## config.mk

```make
export PLATFORM = sky130hd
export DESIGN_NAME = ivr_vector_ctrl
export DESIGN_NICKNAME = d
export VERILOG_FILES = /design/src/rtl/ivr_pkg.sv /design/src/rtl/ivr_flag_bank.sv /design/src/rtl/ivr_prio_enc.sv /design/src/rtl/ivr_code_map.sv /design/src/rtl/ivr_vector_ctrl.sv
export SDC_FILE = /design/constraint.sdc
export NUM_CORES = 1
export LEC_CHECK = 0
export CORE_AREA = 2 2 39 41
export DETAILED_ROUTE_END_ITERATION = 6
export DIE_AREA = 0 0 41 43
export PLACE_DENSITY_LB_ADDON = 0.3
export SLEW_MARGIN = 20
export SYNTH_ARGS = -nofsm -noshare
export SYNTH_HDL_FRONTEND = slang
export SYNTH_SLANG_ARGS = --single-unit
```

## constraint.sdc

```tcl
create_clock -name clk_i -period 1.45 [get_ports clk_i]
set_clock_uncertainty 0.2 [all_clocks]
set_input_delay 0.29 -clock clk_i [delete_from_list [all_inputs] [get_ports clk_i]]
set_output_delay 0.29 -clock clk_i [all_outputs]
set_load 0.01 [all_outputs]
```

## src/rtl/ivr_pkg.sv

```systemverilog
package ivr_pkg;
  // code for shared source idx: idx < num_ch-1 -> channel idx+1, else overflow
  function automatic int unsigned shared_code(int unsigned idx, int unsigned num_ch);
    if (idx < num_ch - 1) return 2 * (idx + 1);
    return (num_ch <= 5) ? 10 : 2 * num_ch;
  endfunction
endpackage

```

## src/rtl/ivr_flag_bank.sv

```systemverilog
module ivr_flag_bank #(
  parameter int unsigned WIDTH = 4
) (
  input  logic             clk_i,
  input  logic             rst_ni,
  input  logic [WIDTH-1:0] set_i,
  input  logic [WIDTH-1:0] clr_i,
  output logic [WIDTH-1:0] flag_o
);
  for (genvar g = 0; g < WIDTH; g++) begin : g_flag
    always_ff @(posedge clk_i or negedge rst_ni) begin
      if (!rst_ni)       flag_o[g] <= 1'b0;
      else if (set_i[g]) flag_o[g] <= 1'b1;  // new event wins over clear
      else if (clr_i[g]) flag_o[g] <= 1'b0;
    end
  end
endmodule

```

## src/rtl/ivr_prio_enc.sv

```systemverilog
module ivr_prio_enc #(
  parameter int unsigned WIDTH = 4
) (
  input  logic [WIDTH-1:0] req_i,
  output logic [WIDTH-1:0] gnt_o
);
  always_comb begin
    logic found;
    found = 1'b0;
    gnt_o = '0;
    for (int i = 0; i < WIDTH; i++) begin
      if (req_i[i] && !found) begin
        gnt_o[i] = 1'b1;
        found    = 1'b1;
      end
    end
  end
endmodule

```

## src/rtl/ivr_code_map.sv

```systemverilog
module ivr_code_map
  import ivr_pkg::*;
#(
  parameter int unsigned NUM_CH = 3,
  parameter int unsigned VEC_W  = 16
) (
  input  logic [NUM_CH-1:0] gnt_i,
  output logic [VEC_W-1:0]  code_o
);
  logic [VEC_W-1:0] part [NUM_CH];

  for (genvar g = 0; g < NUM_CH; g++) begin : g_code
    localparam logic [VEC_W-1:0] CODE = VEC_W'(shared_code(g, NUM_CH));
    assign part[g] = gnt_i[g] ? CODE : '0;
  end

  always_comb begin
    code_o = '0;
    for (int i = 0; i < NUM_CH; i++) code_o |= part[i];
  end
endmodule

```

## src/rtl/ivr_vector_ctrl.sv

```systemverilog
module ivr_vector_ctrl #(
  parameter int unsigned NUM_CH = 3,
  parameter int unsigned VEC_W  = 16
) (
  input  logic              clk_i,
  input  logic              rst_ni,
  input  logic              ch0_set_i,
  input  logic              ch0_en_i,
  input  logic [NUM_CH-2:0] ch_set_i,
  input  logic [NUM_CH-2:0] ch_en_i,
  input  logic              ovf_set_i,
  input  logic              ovf_en_i,
  input  logic              ack0_i,
  input  logic              vec_rd_i,
  output logic              irq0_o,
  output logic              irq1_o,
  output logic [VEC_W-1:0]  vector_o,
  output logic [NUM_CH:0]   flags_o
);
  localparam int unsigned NSRC  = NUM_CH;      // shared sources incl. overflow
  localparam int unsigned NFLAG = NUM_CH + 1;

  logic [NFLAG-1:0] set_vec, clr_vec, flags;
  logic [NSRC-1:0]  shared_req, gnt;

  assign set_vec = {ovf_set_i, ch_set_i, ch0_set_i};

  // only the reported source is cleared by a read
  assign clr_vec = {gnt & {NSRC{vec_rd_i}}, ack0_i};

  ivr_flag_bank #(.WIDTH(NFLAG)) u_flags (
    .clk_i  (clk_i),
    .rst_ni (rst_ni),
    .set_i  (set_vec),
    .clr_i  (clr_vec),
    .flag_o (flags)
  );

  assign shared_req = flags[NFLAG-1:1] & {ovf_en_i, ch_en_i};

  ivr_prio_enc #(.WIDTH(NSRC)) u_enc (
    .req_i (shared_req),
    .gnt_o (gnt)
  );

  ivr_code_map #(.NUM_CH(NUM_CH), .VEC_W(VEC_W)) u_map (
    .gnt_i  (gnt),
    .code_o (vector_o)
  );

  assign irq0_o  = flags[0] & ch0_en_i;
  assign irq1_o  = |shared_req;
  assign flags_o = flags;
endmodule

```

### Word level (Yosys, flattened, before mapping)

Cells that the tools add are included.

* divide/modulo/power cells: 0
* order comparisons: 0
* shifts and indexed selects: 0
* equal/unequal tests: 0
* reduce and logical (&&, ||, !) cells: 9
* bitwise gates (word level): 5
* multipliers: 0
* multiplexer cells: 15
* add/subtract/negate cells: 0

Operator list (count)
* $or 16x16->16: 2
* $mux 1: 12
* $reduce_bool 2->1: 4
* $and 3x3->3: 2
* $mux 4: 1
* $mux 3: 1
* $reduce_or 3->1: 1
* $logic_and 1x1->1: 2
* $logic_not 1->1: 2
* $mux 2: 1
* $and 1x1->1: 1

* ROM bits: 0
* bits of input ports: 12
* output and inout bits: 22
* memories kept: 0
* bits in registers: 4
* bits in writable memories: 0
* logic and storage cells: 33
* latch bits: 0

### Longest topological paths before layout

* word-level depth: 11
* gate-level depth with buffers: 3
* depth with buffers taken out: 3

### Cells and area by module

A second synthesis with hierarchy kept.

* cell total of the unflattened synthesis: 41
* area, all modules: 352.8 µm²

Modules (own cells, without submodules)
* ivr_flag_bank: cells an instance 12, area an instance 145.1 µm², instances 1, sequential area each 100.1 µm²
* ivr_code_map: cells an instance 17, area an instance 122.6 µm², instances 1, sequential area each 0.0 µm²
* ivr_vector_ctrl: cells an instance 9, area an instance 58.8 µm², instances 1, sequential area each 0.0 µm²
* ivr_prio_enc: cells an instance 3, area an instance 26.3 µm², instances 1, sequential area each 0.0 µm²

### Worst setup path before layout

OpenSTA, ideal clock, no wires.

* path kind: register -> output
* start point: register u_flags.flag_o[2]
* end point: output port vector_o[1]
* buffers on the path: 0
* arrival: 0.986 ns
* setup slack: -0.026 ns
* data required time: 0.960 ns
* stages on the path, launching flop included: 4
* path through: dfrtp_1 > a22oi_2 > and3_4 > a21o_1

* longest elaborated chain between the ends: 8

Ends and longest elaborated chain
* start: declaration: RTL line ivr_flag_bank.sv:8 `output logic [WIDTH-1:0] flag_o`
* start signal: indexed assignment: RTL line ivr_flag_bank.sv:12 `if (!rst_ni) flag_o[g] <= 1'b0;`
* start signal: indexed assignment: RTL line ivr_flag_bank.sv:13 `else if (set_i[g]) flag_o[g] <= 1'b1;`
* start signal: indexed assignment: RTL line ivr_flag_bank.sv:14 `else if (clr_i[g]) flag_o[g] <= 1'b0;`
* $and 3x3->3: RTL line ivr_vector_ctrl.sv:39 `assign shared_req = flags[NFLAG-1:1] & {ovf_en_i, ch_en_i};`
* $logic_and 1x1->1: RTL line ivr_prio_enc.sv:12 `if (req_i[i] && !found) begin`
* $mux 1: RTL line ivr_prio_enc.sv:12
* $logic_not 1->1: RTL line ivr_prio_enc.sv:12
* $logic_and 1x1->1: RTL line ivr_prio_enc.sv:12
* $mux 1: RTL line ivr_prio_enc.sv:12
* $mux 4: RTL line ivr_code_map.sv:14 `assign part[g] = gnt_i[g] ? CODE : '0;`
* $or 16x16->16: RTL line ivr_code_map.sv:19 `for (int i = 0; i < NUM_CH; i++) code_o |= part[i];`
* end: declaration: RTL line ivr_vector_ctrl.sv:17 `output logic [VEC_W-1:0] vector_o,`

No other way between the ends.

### Worst setup path in the final report

Same ends and word-level chain as after synthesis.

==> metrics.md <==
| Metric | Value |
|---|---|
| Ports | `34` |
| WP data arrival | `between 1000 and 1500 ps` |
| Tot GR Track Use | `a little under a tenth` |
| Most frequent cells in the layout | `13 x conb_1, 8 x clkdlybuf4s50_1, 5 x buf_6, 5 x buf_2, 5 x buf_4` |
| H-tree depth | `1` |
| Routed via count | `~300` |
| Critical Path Start Type | `flip-flop` |
| Worst min path class | `input pin to asynchronous set/reset pin` |
| P per Cell Area | `about 730 mW/mm^2` |
| Critical Path, Cell by Cell | `a22oi_2, and3_4, a21o_1, buf_2` |
| P_leak | `around 0.27 nW` |
| Clk Latency, worst-skew pair | `roughly 230 ps` |
| Nature of the critical path endpoint | `output port` |
| Worst setup startpoint | `u_flags.flag_o[2]` |
| Post-Route WL | `roughly 670 um` |
| Initial antenna violation count | `0` |
| CTS tree | `done` |
| Worst Setup Slack, final | `-234 ps` |
| Crit Path Max Fanout | `2` |
| Seq/Total Area, Yosys | `between 30% and 40%` |
| Most common cell after layout, fill and taps aside | `conb_1` |
| Max reg flops | `4` |
| Most flops, register | `u_flags.flag_o` |
| Dpl hpwl | `around 540 um` |
| Antenna cell count | `0` |
| Chip width | `about 41 um` |
| Fmax | `~600 MHz` |
| Initial Utilization | `~22%` |
| Reg2Reg Launch Point | `u_flags.flag_o[2]` |
| Cell Rows | `14` |
| WL met1 | `between 200 and 250 um` |
| Final Cycle Share | `116%` |
| Port bufs | `20` |
| CP required | `between 900 and 1000 ps` |
| Slowest-stage cell, CP | `dfrtp_1` |
| DP Worst Slack | `-820 ps` |
| Share of layout cells above drive strength 1 | `about two fifths` |
| Peak VDD IR | `around 340 uV` |
| Reg2Reg Depth | `4` |
| Worst path bufs/invs | `1` |
| Inserted Clock Buffers | `3` |
| Post-route DRC | `0` |
| Post-Syn Area | `307 um^2` |
| Fin util | `39.0%` |
| Syn_area_per_cell | `9.02 um^2` |
| Cell taking the most area after synthesis | `dfrtp_1` |
| Layout area overhead | `75.9%` |
| Crit path max-delay family | `flip-flops` |
| DR WL met3 | `76 um` |
| Max Used Layer | `met4` |
| Root Buffer | `clkbuf_4` |
| Core area | `~0.0014 mm^2` |
| CTS clk-pin slew, worst paths | `around 40 ps` |
| Levels on crit path | `4` |
| Average wire per standard cell | `8.48 um` |
| Top flop regs | `u_flags.flag_o (4)` |
| Final hold vios | `0` |
| Yosys top cell area share | `between 30% and 40%` |
| Die area | `roughly 0.0018 mm^2` |
| Setup violators final | `5` |
| Synthesis-stage register bit count | `4` |
| Max-cap violation count | `0` |
| Largest net degree at the start of global routing | `5` |
| Unique masters post-synth | `12` |
| Die Ht | `43 um` |
| DR iter-0 viols | `0` |
| Period minus WS final | `between 1500 and 2000 ps` |
| Metal2 WL | `344 um` |
| Failing checks | `negative setup slack` |
| # clock sinks | `4` |
| Reg2Reg Setup Slack | `about 190 ps` |
| Area contributors post-synth | `dfrtp_1 33%, buf_4 32%, a21o_1 9.8%` |
| First-pass detailed-route iteration total | `1` |
| Worst setup path class | `flip-flop to output port` |
| Sum of negative setup slack | `-646 ps` |
| GRT overflow | `0` |
| Worst path max stage delay | `between 300 and 400 ps` |
| First-pass GRT wire length | `roughly 1.0 mm` |
| Fin nets | `77` |
| Synthesis Warnings | `0` |
| RSZ-0062 raised after global routing | `true` |
| Final Max Tran Viols | `0` |
| Antenna viol nets, final | `0` |
| Max Buffers Root-to-Sink | `2` |
| Cells after Synth | `34` |
| RePlAce Congestion | `between 0.6 and 0.7` |
| Status | `complete, but fails checks` |
| Vias in the first global route | `approximately 280` |
| Via density | `around 3.8` |
## where the power goes
part | total, mW | internal (mW) | switching, mW
Combinational | 0.135 | 0.0764 | 0.0590
Sequential | 0.123 | 0.119 | 0.00432
Clock | 0.137 | 0.0925 | 0.0442
Total | 0.396 | 0.288 | 0.108
## what timing repair did
| action | CTS | global route |
|---|---|---|
| endpoints found under the setup margin | 9 | 5 |
| pin swaps | 3 | 1 |
| resized for setup | 39 | 5 |
| hold buffers | 0 | 0 |
| buffers inserted | 0 | 1 |
## layout make-up
cell class	instances	area (um^2)
fill	151	845
tap	16	20.0
inverter	1	3.75
clock buffer	3	22.5
multi-input combinational	28	159
timing repair buffer	27	234
sequential	4	100
## stage by stage
step | hold WS (ps) | area [um^2] | instances | power, mW
2_1_floorplan | -206 | 352 | 46 | 0.200
3_3_place_gp | 284 | 519 | 75 | 0.263
3_5_place_dp | 291 | 519 | 75 | 0.263
4_1_cts | 61.2 | 519 | 78 | 0.394
5_1_grt | 63.9 | 539 | 79 | 0.426
6_report | 60.4 | 539 | 79 | 0.396
## Yosys cell counts
master and instances:
buf_4 13, a21o_1 4, and3_2 1, nand2_1 4
dfrtp_1 4, a22oi_2 1, and3_4 1, a21o_2 1
conb_1 1, nand3_1 2, inv_1 1, and2_1 1
## layer usage
layer  up-vias  track usage (%)
li1        144                -
met1       135             10.4
met2        22             12.5
met3         2             3.66
met4         0             8.00
met5         -                0
## logic make-up after synthesis
kind of cell           after synthesis  share of synthesized area, %
buffers and inverters               14                          33.1
and+or+nand+nor                      9                          16.3
AOI/OAI and AO/OA                    6                          16.7
DFF                                  4                          32.7
other                                1                          1.22
## worst paths after layout
path	endpoint
setup / recovery	vector_o[1]
hold / removal	u_flags.flag_o[2]
setup reg to reg	u_flags.flag_o[3]
hold reg to reg	u_flags.flag_o[0]
max in group asynchronous	u_flags.flag_o[3]
min in group clk_i	u_flags.flag_o[0]
Note: power is estimated with default switching activity, not from simulation.
